`config.mk`:
```
export PLATFORM = sky130hd
export DESIGN_NAME = txmb_arbiter
export DESIGN_NICKNAME = d
export VERILOG_FILES = /design/src/rtl/txmb_pkg.sv /design/src/rtl/txmb_slot.sv /design/src/rtl/txmb_select.sv /design/src/rtl/txmb_seq.sv /design/src/rtl/txmb_arbiter.sv
export SDC_FILE = /design/constraint.sdc
export NUM_CORES = 1
export LEC_CHECK = 0
export BUFFER_PORTS_ARGS = -buffer_cell sky130_fd_sc_hd__buf_2
export CAP_MARGIN = 30
export CORE_MARGIN = 2
export CORE_UTILIZATION = 40
export DETAILED_ROUTE_END_ITERATION = 7
export GPL_TIMING_DRIVEN = 0
export SETUP_SLACK_MARGIN = 0.05
export SYNTH_ARGS = -nofsm -noshare
export SYNTH_HDL_FRONTEND = slang
export SYNTH_SLANG_ARGS = --single-unit
```
`constraint.sdc`:
```
create_clock -name clk -period 17.9 [get_ports clk]
set_clock_uncertainty 0.05 [all_clocks]
set_input_delay 0.895 -clock clk [delete_from_list [all_inputs] [get_ports clk]]
set_output_delay 0.895 -clock clk [all_outputs]
set_load 0.02 [all_outputs]
```
`src/rtl/txmb_pkg.sv`:
```
package txmb_pkg;

  // word selector codes on the write port
  localparam logic [2:0] SEL_MODE  = 3'd0;
  localparam logic [2:0] SEL_IDENT = 3'd1;
  localparam logic [2:0] SEL_DLO   = 3'd2;
  localparam logic [2:0] SEL_DHI   = 3'd3;
  localparam logic [2:0] SEL_CTRL  = 3'd4;

  // mailbox mode codes
  localparam logic [2:0] MODE_OFF = 3'd0;
  localparam logic [2:0] MODE_TX  = 3'd3;

  localparam int PRIO_W = 4;

  typedef struct packed {
    logic        ide;
    logic [10:0] base;
    logic [17:0] xid;
    logic [3:0]  dlc;
    logic        rtr;
    logic [63:0] data;
  } frame_t;

  // mode word fields
  function automatic logic [2:0] mode_of(input logic [31:0] w);
    return w[26:24];
  endfunction

  function automatic logic [PRIO_W-1:0] prio_of(input logic [31:0] w);
    return w[19:16];
  endfunction

  // control word fields
  function automatic logic [3:0] dlc_of(input logic [31:0] w);
    return w[19:16];
  endfunction

  function automatic logic rtr_of(input logic [31:0] w);
    return w[20];
  endfunction

  function automatic logic cancel_of(input logic [31:0] w);
    return w[22];
  endfunction

  function automatic logic xfer_of(input logic [31:0] w);
    return w[23];
  endfunction

  // identifier word fields
  function automatic logic ide_of(input logic [31:0] w);
    return w[29];
  endfunction

  function automatic logic [10:0] base_of(input logic [31:0] w);
    return w[28:18];
  endfunction

  function automatic logic [17:0] xid_of(input logic [31:0] w);
    return w[17:0];
  endfunction

  // a candidate displaces the current best only when strictly more urgent
  function automatic logic more_urgent(input logic [PRIO_W-1:0] cand,
                                       input logic [PRIO_W-1:0] best);
    return cand < best;
  endfunction

endpackage

```
`src/rtl/txmb_slot.sv`:
```
module txmb_slot
  import txmb_pkg::*;
(
  input  logic              clk,
  input  logic              rst_n,
  input  logic              wr_hit,
  input  logic [2:0]        wr_sel,
  input  logic [31:0]       wr_data,
  input  logic              kill_port,
  input  logic              in_flight,
  input  logic              end_ok,
  input  logic              end_fail,
  output logic              eligible,
  output logic [PRIO_W-1:0] prio,
  output frame_t            frame,
  output logic              ready,
  output logic              aborted,
  output logic              event_o
);

  logic [2:0]        mode_q;
  logic [PRIO_W-1:0] prio_q;
  logic              ide_q;
  logic [10:0]       base_q;
  logic [17:0]       xid_q;
  logic [31:0]       dlo_q;
  logic [31:0]       dhi_q;
  logic [3:0]        dlc_q;
  logic              rtr_q;
  logic              pend_q;
  logic              ready_q;
  logic              abt_q;
  logic              abreq_q;
  logic              evt_q;

  // named decode events
  logic is_tx;
  logic ctrl_hit;
  logic arm_ok;
  logic kill;
  logic id_ok;

  assign is_tx    = (mode_q == MODE_TX);
  assign ctrl_hit = wr_hit && (wr_sel == SEL_CTRL);
  assign arm_ok   = ctrl_hit && xfer_of(wr_data) && is_tx && !pend_q;
  assign kill     = kill_port || (ctrl_hit && cancel_of(wr_data));
  assign id_ok    = wr_hit && (wr_sel == SEL_IDENT) && (mode_q == MODE_OFF);

  always_ff @(posedge clk or negedge rst_n) begin
    if (!rst_n) begin
      mode_q  <= MODE_OFF;
      prio_q  <= '0;
      ide_q   <= 1'b0;
      base_q  <= '0;
      xid_q   <= '0;
      dlo_q   <= '0;
      dhi_q   <= '0;
      dlc_q   <= '0;
      rtr_q   <= 1'b0;
      pend_q  <= 1'b0;
      ready_q <= 1'b1;
      abt_q   <= 1'b0;
      abreq_q <= 1'b0;
      evt_q   <= 1'b0;
    end else begin
      evt_q <= 1'b0;
      if (wr_hit && (wr_sel == SEL_MODE)) begin
        mode_q <= mode_of(wr_data);
        prio_q <= prio_of(wr_data);
      end
      if (id_ok) begin
        ide_q  <= ide_of(wr_data);
        base_q <= base_of(wr_data);
        xid_q  <= xid_of(wr_data);
      end
      if (wr_hit && (wr_sel == SEL_DLO)) dlo_q <= wr_data;
      if (wr_hit && (wr_sel == SEL_DHI)) dhi_q <= wr_data;

      if (end_ok) begin
        pend_q  <= 1'b0;
        ready_q <= 1'b1;
        abreq_q <= 1'b0;
        evt_q   <= 1'b1;
      end else if (end_fail) begin
        if (abreq_q || kill) begin
          pend_q  <= 1'b0;
          abt_q   <= 1'b1;
          abreq_q <= 1'b0;
          evt_q   <= 1'b1;
        end
      end else if (kill) begin
        if (in_flight) begin
          abreq_q <= 1'b1;
        end else if (pend_q) begin
          pend_q <= 1'b0;
          abt_q  <= 1'b1;
          evt_q  <= 1'b1;
        end
      end else if (arm_ok) begin
        pend_q  <= 1'b1;
        ready_q <= 1'b0;
        abt_q   <= 1'b0;
        dlc_q   <= dlc_of(wr_data);
        rtr_q   <= rtr_of(wr_data);
      end
    end
  end

  assign eligible   = pend_q && is_tx;
  assign prio       = prio_q;
  assign frame.ide  = ide_q;
  assign frame.base = base_q;
  assign frame.xid  = xid_q;
  assign frame.dlc  = dlc_q;
  assign frame.rtr  = rtr_q;
  assign frame.data = {dhi_q, dlo_q};
  assign ready      = ready_q;
  assign aborted    = abt_q;
  assign event_o    = evt_q;

endmodule

```
`src/rtl/txmb_select.sv`:
```
module txmb_select
  import txmb_pkg::*;
#(
  parameter int N  = 8,
  parameter int IW = 3
) (
  input  logic [N-1:0]             eligible,
  input  logic [N-1:0][PRIO_W-1:0] prio,
  output logic                     found,
  output logic [IW-1:0]            idx
);

  logic [PRIO_W-1:0] best;

  // ascending scan with strict comparison keeps the lowest index on ties
  always_comb begin
    found = 1'b0;
    idx   = '0;
    best  = '1;
    for (int i = 0; i < N; i++) begin
      if (eligible[i] && (!found || more_urgent(prio[i], best))) begin
        found = 1'b1;
        idx   = IW'(i);
        best  = prio[i];
      end
    end
  end

endmodule

```
`src/rtl/txmb_seq.sv`:
```
module txmb_seq #(
  parameter int IW = 3
) (
  input  logic          clk,
  input  logic          rst_n,
  input  logic          found,
  input  logic [IW-1:0] pick_idx,
  input  logic          eng_done,
  input  logic          eng_lost,
  input  logic          eng_err,
  output logic          busy,
  output logic [IW-1:0] cur_idx,
  output logic          launch,
  output logic          end_ok,
  output logic          end_fail
);

  logic frame_end;

  assign launch    = !busy && found;
  assign frame_end = busy && (eng_done || eng_lost || eng_err);
  assign end_ok    = busy && eng_done;
  assign end_fail  = busy && !eng_done && (eng_lost || eng_err);

  always_ff @(posedge clk or negedge rst_n) begin
    if (!rst_n) begin
      busy    <= 1'b0;
      cur_idx <= '0;
    end else if (launch) begin
      busy    <= 1'b1;
      cur_idx <= pick_idx;
    end else if (frame_end) begin
      busy <= 1'b0;
    end
  end

endmodule

```
`src/rtl/txmb_arbiter.sv`:
```
module txmb_arbiter
  import txmb_pkg::*;
#(
  parameter  int NUM_MB = 8,
  localparam int IW     = (NUM_MB > 1) ? $clog2(NUM_MB) : 1
) (
  input  logic              clk,
  input  logic              rst_n,
  input  logic              wr_en,
  input  logic [IW-1:0]     wr_mb,
  input  logic [2:0]        wr_sel,
  input  logic [31:0]       wr_data,
  input  logic              abort_en,
  input  logic [NUM_MB-1:0] abort_mask,
  output logic              eng_req,
  output logic [IW-1:0]     eng_mb,
  output logic              eng_ide,
  output logic [10:0]       eng_base,
  output logic [17:0]       eng_xid,
  output logic [3:0]        eng_dlc,
  output logic              eng_rtr,
  output logic [63:0]       eng_data,
  input  logic              eng_done,
  input  logic              eng_lost,
  input  logic              eng_err,
  output logic [NUM_MB-1:0] mb_ready,
  output logic [NUM_MB-1:0] mb_aborted,
  output logic [NUM_MB-1:0] mb_event
);

  logic [NUM_MB-1:0]             elig;
  logic [NUM_MB-1:0][PRIO_W-1:0] prio;
  frame_t                        frames [NUM_MB];
  logic                          found;
  logic [IW-1:0]                 pick_idx;
  logic                          busy;
  logic [IW-1:0]                 cur_idx;
  logic                          launch;
  logic                          end_ok;
  logic                          end_fail;
  frame_t                        cur_frame;

  txmb_select #(.N(NUM_MB), .IW(IW)) u_select (
    .eligible (elig),
    .prio     (prio),
    .found    (found),
    .idx      (pick_idx)
  );

  txmb_seq #(.IW(IW)) u_seq (
    .clk      (clk),
    .rst_n    (rst_n),
    .found    (found),
    .pick_idx (pick_idx),
    .eng_done (eng_done),
    .eng_lost (eng_lost),
    .eng_err  (eng_err),
    .busy     (busy),
    .cur_idx  (cur_idx),
    .launch   (launch),
    .end_ok   (end_ok),
    .end_fail (end_fail)
  );

  for (genvar g = 0; g < NUM_MB; g++) begin : g_slot
    logic on_wire;
    logic flight;

    // on_wire: owns the current frame; flight also covers the launch edge
    assign on_wire = busy && (cur_idx == IW'(g));
    assign flight  = on_wire || (launch && (pick_idx == IW'(g)));

    txmb_slot u_slot (
      .clk       (clk),
      .rst_n     (rst_n),
      .wr_hit    (wr_en && (wr_mb == IW'(g))),
      .wr_sel    (wr_sel),
      .wr_data   (wr_data),
      .kill_port (abort_en && abort_mask[g]),
      .in_flight (flight),
      .end_ok    (end_ok && on_wire),
      .end_fail  (end_fail && on_wire),
      .eligible  (elig[g]),
      .prio      (prio[g]),
      .frame     (frames[g]),
      .ready     (mb_ready[g]),
      .aborted   (mb_aborted[g]),
      .event_o   (mb_event[g])
    );
  end

  assign cur_frame = frames[cur_idx];
  assign eng_req   = busy;
  assign eng_mb    = cur_idx;
  assign eng_ide   = cur_frame.ide;
  assign eng_base  = cur_frame.base;
  assign eng_xid   = cur_frame.xid;
  assign eng_dlc   = cur_frame.dlc;
  assign eng_rtr   = cur_frame.rtr;
  assign eng_data  = cur_frame.data;

endmodule

```
==> report_table.html, run 1 <==
<table>
<tr><th>Metric</th><th>Value</th></tr>
<tr><th colspan="2">Die</th></tr>
<tr><td>FP Rows</td><td>118</td></tr>
<tr><td>Overall die width</td><td>327 um</td></tr>
<tr><td>Starting Density</td><td>40.4%</td></tr>
<tr><td>Top-Level Pins</td><td>180</td></tr>
<tr><td>Core region area</td><td>103000 um^2</td></tr>
<tr><td>Floorplan die area</td><td>107000 um^2</td></tr>
<tr><td>Chip height</td><td>327 um</td></tr>
<tr><th colspan="2">Setup path</th></tr>
<tr><td>Max stage delay cell, worst path</td><td>o21ai_0</td></tr>
<tr><td>Largest fanout of any net on the critical path</td><td>10</td></tr>
<tr><td>Most used cell along the critical path</td><td>ha_1</td></tr>
<tr><td>Critical path startpoint category</td><td>flop</td></tr>
<tr><td>Classification of the worst setup path</td><td>flop to flop</td></tr>
<tr><td>Crit path to</td><td>g_slot[2].u_slot.pend_q$_DFFE_PN0P_</td></tr>
<tr><td>Arrival time at the worst endpoint</td><td>14.54 ns</td></tr>
<tr><td>Worst-case reg-to-reg path depth</td><td>55</td></tr>
<tr><td>Crit path required time</td><td>18.42 ns</td></tr>
<tr><td>Worst reg2reg path endpoint</td><td>g_slot[2].u_slot.pend_q$_DFFE_PN0P_</td></tr>
<tr><td>Slack of the worst reg-to-reg path</td><td>3.88 ns</td></tr>
<tr><td>CP endpoint kind</td><td>flop</td></tr>
<tr><td>Stage delay of the slowest cell on the critical path</td><td>0.56 ns</td></tr>
<tr><td>Critical register-to-register path startpoint</td><td>g_slot[0].u_slot.pend_q$_DFFE_PN0P_</td></tr>
<tr><td>Critical Path Start</td><td>g_slot[0].u_slot.pend_q$_DFFE_PN0P_</td></tr>
<tr><th colspan="2">CTS</th></tr>
<tr><td>Post_cts resized</td><td>0</td></tr>
<tr><td>H-tree depth</td><td>3</td></tr>
<tr><td>Number of buffers between clock root and the deepest sink</td><td>3</td></tr>
<tr><td># Post-CTS Setup Buffers</td><td>0</td></tr>
<tr><td>Sink count of the clock tree</td><td>892</td></tr>
<tr><td>Hold buffer count at cts</td><td>0</td></tr>
<tr><td>Clk Tree Root Cell</td><td>clkbuf_16</td></tr>
<tr><td>CTS tree</td><td>yes</td></tr>
<tr><td>CTS Buf Count</td><td>98</td></tr>
<tr><td>Clock input transition at the sequential cells of the worst setup and hold paths</td><td>0.06 ns</td></tr>
<tr><td>Latest clock arrival within the worst-skew pair</td><td>0.69 ns</td></tr>
<tr><th colspan="2">Route</th></tr>
<tr><td>WL per Instance</td><td>27.8 um</td></tr>
<tr><td>Sum of routed wire length over all layers</td><td>129000 um</td></tr>
<tr><td>Post-detailed-route via-to-cell ratio</td><td>5.69</td></tr>
<tr><td>Overall via count from detail_route</td><td>26500</td></tr>
<tr><td>Violation count after the first detailed-routing iteration</td><td>1989</td></tr>
<tr><td>Detail Route Antenna Nets</td><td>0</td></tr>
<tr><td>Drt first pass iters</td><td>5</td></tr>
<tr><td>DRC violations left</td><td>0</td></tr>
<tr><th colspan="2">Logic synthesis</th></tr>
<tr><td>Post-synth top area share</td><td>52.9%</td></tr>
<tr><td>Cell type contributing the most total cell area after synthesis</td><td>dfrtp_1</td></tr>
<tr><td>Mean instance size in the synthesized netlist</td><td>14.7 um^2</td></tr>
<tr><td>Synthesized netlist cell count</td><td>2838</td></tr>
<tr><td>EDFF count, synth</td><td>0</td></tr>
<tr><td>Leading cell type by number of instances after synthesis</td><td>mux2_2</td></tr>
<tr><td>YS warnings</td><td>0</td></tr>
<tr><td>Syn Std Cell Area</td><td>41800 um^2</td></tr>
<tr><td>Sequential cell area fraction in the yosys report</td><td>53.4%</td></tr>
<tr><td>Post-Syn Nets</td><td>2902</td></tr>
<tr><td>Cells taking the most area after synthesis</td><td>dfrtp_1, mux2_2, mux4_2</td></tr>
<tr><td>Count of different cell masters after synthesis</td><td>93</td></tr>
<tr><td>Predominant post-synthesis flop cell</td><td>dfrtp_1</td></tr>
<tr><td>Post-synthesis register bit count</td><td>892</td></tr>
<tr><td>Share of synthesized flip-flops with an asynchronous set or reset</td><td>100%</td></tr>
<tr><td>Commonest cells in the netlist</td><td>mux2_2, dfrtp_1, mux4_2</td></tr>
<tr><th colspan="2">Finish</th></tr>
<tr><td>Post-route non-filler standard cell count</td><td>4658</td></tr>
<tr><td>Fin util</td><td>47.4%</td></tr>
<tr><td>Area added between synthesis and finish</td><td>17.5%</td></tr>
<tr><td># fillers</td><td>9043</td></tr>
<tr><td>Fraction of layout instances using a drive strength above 1</td><td>49.6%</td></tr>
<tr><td>Design area</td><td>49100 um^2</td></tr>
<tr><td>Final layout net count</td><td>3260</td></tr>
<tr><th colspan="2">Timing</th></tr>
<tr><td>Number of setup violations in the final report</td><td>0</td></tr>
<tr><td>RSZ-0062 raised after global routing</td><td>false</td></tr>
<tr><td>Highest clock rate</td><td>0.0713 GHz</td></tr>
<tr><td>Sum Neg Setup Slack</td><td>0 ns</td></tr>
<tr><td>Final min period</td><td>14.02 ns</td></tr>
<tr><td>Final Slew Violations</td><td>0</td></tr>
<tr><td>Worst-margin pin slew</td><td>1.05 ns</td></tr>
<tr><td>Max-Slew Margin vs Limit</td><td>30.1%</td></tr>
<tr><td>Final critical-path share of the clock period</td><td>78.3%</td></tr>
<tr><td>Hold Violations, Final</td><td>0</td></tr>
<tr><th colspan="2">Pwr</th></tr>
<tr><td>PwrDens</td><td>111 nW/um^2</td></tr>
<tr><td>IR drop worst, VDD</td><td>98.7 uV</td></tr>
<tr><td>Static leakage power</td><td>22.5 nW</td></tr>
<tr><th colspan="2">GRT</th></tr>
<tr><td>Met3 usage</td><td>5.05%</td></tr>
<tr><td>Met1 track demand over resource</td><td>33.5%</td></tr>
<tr><td>Global Route met2 Usage</td><td>38.9%</td></tr>
<tr><td>Gr ovfl total</td><td>0</td></tr>
<tr><td>Number of antenna violations at the first check in global routing</td><td>5</td></tr>
<tr><td>Via count of the first global-routing pass</td><td>26800</td></tr>
<tr><td>Overall Global Routing Usage</td><td>24.3%</td></tr>
<tr><td>Most heavily used metal layer in global routing</td><td>met2</td></tr>
<tr><td>Maximum number of pins on one net before global-route repair</td><td>122</td></tr>
<tr><td>Wire length of the first global-routing pass</td><td>190000 um</td></tr>
<tr><th colspan="2">Placement</th></tr>
<tr><td>Cell count after placement</td><td>4472</td></tr>
<tr><td>Dpl hpwl</td><td>93200 um</td></tr>
<tr><td>Standard cell area after detailed placement</td><td>45800 um^2</td></tr>
<tr><td>Count of input and output buffers</td><td>172</td></tr>
<tr><td>Final RePlAce weighted congestion</td><td>0.859</td></tr>
<tr><th colspan="2">Job</th></tr>
<tr><td>Max Cap Violations</td><td>0</td></tr>
<tr><th colspan="2">Run status</th></tr>
<tr><td>Run status</td><td>completed</td></tr>
<tr><th colspan="2">Hold path</th></tr>
<tr><td>HP Class</td><td>input port to asynchronous set/reset pin</td></tr>
</table>
[worst min-delay path by stage]
stage / slack [ns] / start / to / cells after the start
4_1_cts: 0.17 / rst_n / g_slot[0].u_slot.dlo_q[24]$_DFFE_PN0P_ / 1
3_5_place_dp: 0.41 / g_slot[1].u_slot.dlc_q[3]$_DFFE_PN0P_ / g_slot[1].u_slot.dlc_q[3]$_DFFE_PN0P_ / 2
3_3_place_gp: 0.42 / g_slot[5].u_slot.dlc_q[3]$_DFFE_PN0P_ / g_slot[5].u_slot.dlc_q[3]$_DFFE_PN0P_ / 2
5_1_grt: 0.18 / rst_n / g_slot[0].u_slot.dlo_q[24]$_DFFE_PN0P_ / 1
2_1_floorplan: 0.39 / g_slot[1].u_slot.dlc_q[0]$_DFFE_PN0P_ / g_slot[1].u_slot.dlc_q[0]$_DFFE_PN0P_ / 2
6_report: 0.13 / rst_n / g_slot[0].u_slot.dlo_q[24]$_DFFE_PN0P_ / 1
[registers in the layout, indices dropped and copies added, names as in the netlist, 24 cells and up]
register,flops
g_slot.u_slot.base_q,88
g_slot.u_slot.dhi_q,256
g_slot.u_slot.dlc_q,32
g_slot.u_slot.dlo_q,256
g_slot.u_slot.mode_q,24
g_slot.u_slot.prio,32
g_slot.u_slot.xid_q,144
[power by group]
| part | internal, mW | total, mW | switching [mW] |
|---|---|---|---|
| combinational | 0.471 | 0.988 | 0.517 |
| clock | 1.18 | 2.05 | 0.868 |
| sequential | 2.27 | 2.40 | 0.133 |
[critical path, delay by kind of cell (launching register included)]
kind / cells / cell delay, ns
buffers and inverters: 7 / 0.95
flip-flops: 1 / 0.51
multiplexers: 6 / 1.83
AO/OA/AOI/OAI: 20 / 6.02
AND/OR/NAND/NOR: 15 / 2.81
adder cells (fa/ha/maj): 7 / 1.75
[metal layers]
layer  wire length [um]  share of wire [%]  vias to the layer above
met3               8350                6.5                      205
met1              55800                 43                    14300
met4               3560                2.8                       10
met5                 68              0.053                        -
li1                   -                  -                    11300
met2              61500                 48                      749
[per-stage QoR]
step           hold slack (ns)  total power [mW]  worst slack [ns]
6_report                 0.127              5.43              3.88
5_1_grt                  0.181              5.64              2.87
4_1_cts                  0.172              5.47              4.05
3_5_place_dp             0.414              3.42              4.15
3_3_place_gp             0.418              3.36             -4.21
2_1_floorplan            0.391              3.00              6.70
[final cells by class]
| cell class | count | area (um^2) | share of cell area [%] |
|---|---|---|---|
| multi-input combinational | 1677 | 18400 | 37.4 |
| inverter | 25 | 93.8 | 0.191 |
| timing repair buffer | 258 | 2260 | 4.61 |
| clock inverter | 24 | 307 | 0.624 |
| buffer | 244 | 1020 | 2.08 |
| antenna | 1 | 2.50 | 0.00510 |
| clock buffer | 157 | 2980 | 6.08 |
| sequential | 892 | 22300 | 45.5 |
| tap | 1380 | 1730 | 3.52 |
[kinds of logic (layout without fill, tap and decap cells)]
| group | after synthesis | count (layout) | share of synthesized area [%] |
|---|---|---|---|
| compound gates | 200 | 200 | 3.50 |
| xor+xnor | 2 | 2 | 0.0419 |
| fa+ha+maj | 17 | 17 | 0.476 |
| buf+inv | 269 | 708 | 2.64 |
| flops | 892 | 892 | 53.4 |
| mux | 1140 | 1140 | 36.1 |
| other cells | 0 | 1 | 0 |
| simple gates | 318 | 318 | 3.84 |
[layout by cell type (no fill, tap or decap), types with 14 or more instances in the layout]
cell type / n
buf_1: 42
inv_1: 25
buf_2: 182
nor2_1: 78
mux2_2: 936
nand3_1: 18
o21ai_0: 36
nor3_1: 23
clkbuf_16: 98
buf_4: 25
clkbuf_1: 195
nand2_1: 98
clkbuf_8: 31
mux4_2: 198
dfrtp_1: 884
a21oi_1: 34
buf_8: 63
nor4_1: 14
Power figures use the tool's default switching activity.
==> run 2, diff against run 1 <==
ABC_AREA = 1   (was unset)
clock period = 11.3 ns   (was 17.9 ns; I/O delays follow)
==> run 2 against run 1 <==
Sequential power up 60%. Critical path type unchanged. Cell area down 5.4%. Largest cell class unchanged. Total power up 78%. Clock power up 66%. Maximum frequency up 61%. Area after synthesis down 6.3%. Register-to-register slack worse by 1.3 ns. Clock-buffer cell count down 2. Synthesized cell count up 61%. Combinational power up 140%.
==> report_table.html, run 2 <==
<table>
<tr><th>Metric</th><th>Value</th></tr>
<tr><th colspan="2">CTS</th></tr>
<tr><td>Sink count of the clock tree</td><td>892 (unchanged)</td></tr>
<tr><td>Latest clock arrival within the worst-skew pair</td><td>0.70 ns (about the same)</td></tr>
<tr><td>CTS Buf Count</td><td>98 (unchanged)</td></tr>
<tr><td>CTS tree</td><td>yes</td></tr>
<tr><td># Post-CTS Setup Buffers</td><td>0 (unchanged)</td></tr>
<tr><td>H-tree depth</td><td>3 (unchanged)</td></tr>
<tr><td>Hold buffer count at cts</td><td>3 (+3)</td></tr>
<tr><td>Clock input transition at the sequential cells of the worst setup and hold paths</td><td>0.06 ns (about the same)</td></tr>
<tr><td>Post_cts resized</td><td>0 (unchanged)</td></tr>
<tr><td>Clk Tree Root Cell</td><td>clkbuf_16</td></tr>
<tr><td>Number of buffers between clock root and the deepest sink</td><td>3 (unchanged)</td></tr>
<tr><th colspan="2">Setup path</th></tr>
<tr><td>Cell count along the critical path</td><td>62 (+13%)</td></tr>
<tr><td>Critical path startpoint category</td><td>flop</td></tr>
<tr><td>Cell family with the largest share of critical-path delay</td><td>simple AND/OR/NAND/NOR gates</td></tr>
<tr><td>Slack of the worst reg-to-reg path</td><td>2.62 ns (-1.27 ns)</td></tr>
<tr><td>Crit path to</td><td>g_slot[0].u_slot.event_o$_DFF_PN0_</td></tr>
<tr><td>Classification of the worst setup path</td><td>flop to flop</td></tr>
<tr><td>Crit path buf inv count</td><td>9 (+2)</td></tr>
<tr><td>Critical register-to-register path startpoint</td><td>g_slot[0].u_slot.pend_q$_DFFE_PN0P_</td></tr>
<tr><td>Arrival time at the worst endpoint</td><td>9.23 ns (-5.31 ns)</td></tr>
<tr><td>Worst reg2reg path endpoint</td><td>g_slot[0].u_slot.event_o$_DFF_PN0_</td></tr>
<tr><td>Crit path required time</td><td>11.84 ns (-6.58 ns)</td></tr>
<tr><td>Stage delay of the slowest cell on the critical path</td><td>0.56 ns (about the same)</td></tr>
<tr><td>Worst-case reg-to-reg path depth</td><td>62 (+13%)</td></tr>
<tr><td>CP endpoint kind</td><td>flop</td></tr>
<tr><td>Max stage delay cell, worst path</td><td>dfrtp_1</td></tr>
<tr><td>Largest fanout of any net on the critical path</td><td>9 (-1)</td></tr>
<tr><td>Critical Path Start</td><td>g_slot[0].u_slot.pend_q$_DFFE_PN0P_</td></tr>
<tr><th colspan="2">Finish</th></tr>
<tr><td>Final layout net count</td><td>4991 (+53%)</td></tr>
<tr><td>Area occupied by multi-input gates</td><td>14700 um^2 (-20%)</td></tr>
<tr><td>Sequential cell area</td><td>22300 um^2 (unchanged)</td></tr>
<tr><td>Area added between synthesis and finish</td><td>18.6%</td></tr>
<tr><td>Fraction of layout instances using a drive strength above 1</td><td>9.71% (-40 points)</td></tr>
<tr><td># fillers</td><td>9475 (+4.8%)</td></tr>
<tr><td>Commonest non-fill, non-tap cells in the layout</td><td>nand2_1, dfrtp_1, o21ai_0, clkbuf_1, a22oi_1</td></tr>
<tr><td>Design area</td><td>46400 um^2 (-5.4%)</td></tr>
<tr><td>Commonest non-fill, non-tap cell in the layout</td><td>nand2_1</td></tr>
<tr><td>Registers with the most flip-flops</td><td>g_slot.u_slot.dhi_q: 256 flops, g_slot.u_slot.dlo_q: 256 flops, g_slot.u_slot.xid_q: 144 flops</td></tr>
<tr><th colspan="2">Logic synthesis</th></tr>
<tr><td>Leading cell type by number of instances after synthesis</td><td>nand2_1</td></tr>
<tr><td>Synthesized netlist cell count</td><td>4561 (+61%)</td></tr>
<tr><td>Commonest cells in the netlist</td><td>nand2_1, dfrtp_1, o21ai_0</td></tr>
<tr><td>Mean instance size in the synthesized netlist</td><td>8.59 um^2 (-42%)</td></tr>
<tr><td>EDFF count, synth</td><td>0 (unchanged)</td></tr>
<tr><td>YS warnings</td><td>0 (unchanged)</td></tr>
<tr><td>Count of different cell masters after synthesis</td><td>38 (-59%)</td></tr>
<tr><td>Cells taking the most area after synthesis</td><td>dfrtp_1, nand2_1, o21ai_0</td></tr>
<tr><td>Post-synthesis register bit count</td><td>892 (unchanged)</td></tr>
<tr><td>Syn Std Cell Area</td><td>39200 um^2 (-6.3%)</td></tr>
<tr><td>Share of synthesized flip-flops with an asynchronous set or reset</td><td>100% (unchanged)</td></tr>
<tr><td>Post-synth top area share</td><td>56.5% (+3.5 points)</td></tr>
<tr><td>Predominant post-synthesis flop cell</td><td>dfrtp_1</td></tr>
<tr><td>Post-Syn Nets</td><td>4625 (+59%)</td></tr>
<tr><td>Sequential cell area fraction in the yosys report</td><td>57.0% (+3.6 points)</td></tr>
<tr><td>Cell type contributing the most total cell area after synthesis</td><td>dfrtp_1</td></tr>
<tr><th colspan="2">Route</th></tr>
<tr><td>Detail Route Antenna Nets</td><td>0 (unchanged)</td></tr>
<tr><td>Post-detailed-route via-to-cell ratio</td><td>5.96 (+4.7%)</td></tr>
<tr><td>DRC violations left</td><td>0 (unchanged)</td></tr>
<tr><td>Drt first pass iters</td><td>6 (+1)</td></tr>
<tr><td>Overall via count from detail_route</td><td>37400 (+41%)</td></tr>
<tr><td>Sum of routed wire length over all layers</td><td>177000 um (+37%)</td></tr>
<tr><td>WL per Instance</td><td>28.2 um (+1.5%)</td></tr>
<tr><td>Violation count after the first detailed-routing iteration</td><td>5020 (+150%)</td></tr>
<tr><th colspan="2">Pwr</th></tr>
<tr><td>Fraction of power consumed by sequential logic</td><td>39.8% (-4.4 points)</td></tr>
<tr><td>Part of the power in the clock network</td><td>35.4% (-2.3 points)</td></tr>
<tr><td>Static leakage power</td><td>21.3 nW (-5.2%)</td></tr>
<tr><td>Power Internal</td><td>6.33 mW (+62%)</td></tr>
<tr><td>PwrDens</td><td>208 nW/um^2 (+88%)</td></tr>
<tr><td>Net switching power</td><td>3.33 mW (+120%)</td></tr>
<tr><td>IR drop worst, VDD</td><td>153 uV (+55%)</td></tr>
<tr><td>Total design power</td><td>9.65 mW (+78%)</td></tr>
<tr><td>Switching power as a share of total power</td><td>34.5% (+6.5 points)</td></tr>
<tr><td>Part of the total power dissipated in combinational logic</td><td>24.9% (+6.7 points)</td></tr>
<tr><th colspan="2">Placement</th></tr>
<tr><td>Final RePlAce weighted congestion</td><td>1.02 (+18%)</td></tr>
<tr><td>Count of input and output buffers</td><td>179 (+4.1%)</td></tr>
<tr><td>Dpl hpwl</td><td>127000 um (+36%)</td></tr>
<tr><td>Standard cell area after detailed placement</td><td>42900 um^2 (-6.3%)</td></tr>
<tr><th colspan="2">Job</th></tr>
<tr><td>Max Cap Violations</td><td>0 (unchanged)</td></tr>
<tr><th colspan="2">GRT</th></tr>
<tr><td>Overall Global Routing Usage</td><td>35.2% (+11 points)</td></tr>
<tr><td>Met1 track demand over resource</td><td>45.7% (+12 points)</td></tr>
<tr><td>Gr ovfl total</td><td>0 (unchanged)</td></tr>
<tr><td>Via count of the first global-routing pass</td><td>35200 (+31%)</td></tr>
<tr><td>Maximum number of pins on one net before global-route repair</td><td>114 (-6.6%)</td></tr>
<tr><td>Met3 usage</td><td>11.6% (+6.5 points)</td></tr>
<tr><td>Global Route met2 Usage</td><td>51.6% (+13 points)</td></tr>
<tr><td>Most heavily used metal layer in global routing</td><td>met2</td></tr>
<tr><td>Wire length of the first global-routing pass</td><td>252000 um (+33%)</td></tr>
<tr><td>Number of antenna violations at the first check in global routing</td><td>5 (unchanged)</td></tr>
<tr><th colspan="2">Timing</th></tr>
<tr><td>Max-Slew Margin vs Limit</td><td>22.0% (-8.1 points)</td></tr>
<tr><td>Final min period</td><td>8.68 ns (-5.33 ns)</td></tr>
<tr><td>Worst-margin pin slew</td><td>1.17 ns (+0.122 ns)</td></tr>
<tr><td>Hold Violations, Final</td><td>0 (unchanged)</td></tr>
<tr><td>RSZ-0062 raised after global routing</td><td>false</td></tr>
<tr><td>Final critical-path share of the clock period</td><td>76.8% (-1.5 points)</td></tr>
<tr><td>Number of setup violations in the final report</td><td>0 (unchanged)</td></tr>
<tr><td>Final Slew Violations</td><td>0 (unchanged)</td></tr>
<tr><td>Highest clock rate</td><td>0.115 GHz (+61%)</td></tr>
<tr><th colspan="2">Hold path</th></tr>
<tr><td>HP Class</td><td>input port to flop</td></tr>
<tr><th colspan="2">Die</th></tr>
<tr><td>FP Rows</td><td>114 (-3.4%)</td></tr>
<tr><td>Overall die width</td><td>317 um (-3.1%)</td></tr>
<tr><td>Floorplan die area</td><td>100000 um^2 (-6.2%)</td></tr>
<tr><td>Chip height</td><td>317 um (-3.1%)</td></tr>
<tr><td>Top-Level Pins</td><td>180 (unchanged)</td></tr>
<tr><td>Starting Density</td><td>40.4% (+0.064 points)</td></tr>
<tr><td>Core region area</td><td>96900 um^2 (-6.4%)</td></tr>
<tr><th colspan="2">Run status</th></tr>
<tr><td>Run status</td><td>completed</td></tr>
</table>
run 2: logic make-up after synthesis:
kind of cell / synth area share (%)
simple gates: 18.9
compound gates: 18.2
flops: 57.0
buf+inv: 5.53
fa+ha+maj: 0.351
run 2: worst min-delay path by stage:
stage	startpoint	end	slack [ns]	cells past startpoint
global route	wr_data[9]	g_slot[6].u_slot.xid_q[9]$_DFFE_PN0P_	0.20	3
global placement	g_slot[5].u_slot.pend_q$_DFFE_PN0P_	g_slot[5].u_slot.pend_q$_DFFE_PN0P_	0.41	2
floorplan	rst_n	g_slot[0].u_slot.aborted$_DFFE_PN0P_	0.22	0
detailed placement	g_slot[2].u_slot.abreq_q$_DFFE_PN0P_	g_slot[2].u_slot.abreq_q$_DFFE_PN0P_	0.42	2
finish	wr_data[9]	g_slot[6].u_slot.xid_q[9]$_DFFE_PN0P_	0.18	3
CTS	wr_data[9]	g_slot[4].u_slot.dhi_q[9]$_DFFE_PN0P_	0.18	3
run 2: layout make-up:
type                    count  share of cell area, %
multi-input cells        3116                   31.6
clock inverters            22                  0.833
plain buffers             367                   3.17
diodes                      3                 0.0162
well taps                1276                   3.44
repair buffers            266                   4.90
clock buffers             155                   6.48
inverters                 186                   1.50
flip-flops and latches    892                   48.1
run 2: through the flow:
stage	util (%)	hold WS, ns	std cells	worst slack, ns	setup TNS [ns]
global route	47.9	0.198	6280	1.72	0
finish	47.9	0.184	6283	2.62	0
floorplan	-	0.219	4561	4.11	0
CTS	47.8	0.175	6272	2.52	0
detailed placement	44.3	0.416	6092	2.58	0
global placement	43.0	0.407	6016	-10.41	-9131.40
run 2: power groups by stage:
stage | clock network (mW) | logic, mW | registers (mW)
3_3_place_gp | 0 | 2.15 | 3.88
6_report | 3.41 | 2.40 | 3.84
5_1_grt | 3.53 | 2.52 | 3.88
2_1_floorplan | 0 | 1.17 | 3.82
3_5_place_dp | 0 | 2.32 | 3.88
4_1_cts | 3.40 | 2.33 | 3.83
run 2: layer usage:
layer  wire length (um)  vias to the layer above
li1                   -                    16000
met1              67100                    18500
met2              75400                     2360
met3              22500                      537
met4              12000                        6
met5                 39                        -
run 2: worst register-to-register path, delay by kind of cell, from the launching register on:
kind	cells	cell delay [ns]
adders and majority gates	7	2.05
DFF	1	0.56
and+or+nand+nor	34	2.87
buffers and inverters	9	0.51
AOI/OAI and AO/OA	12	2.53
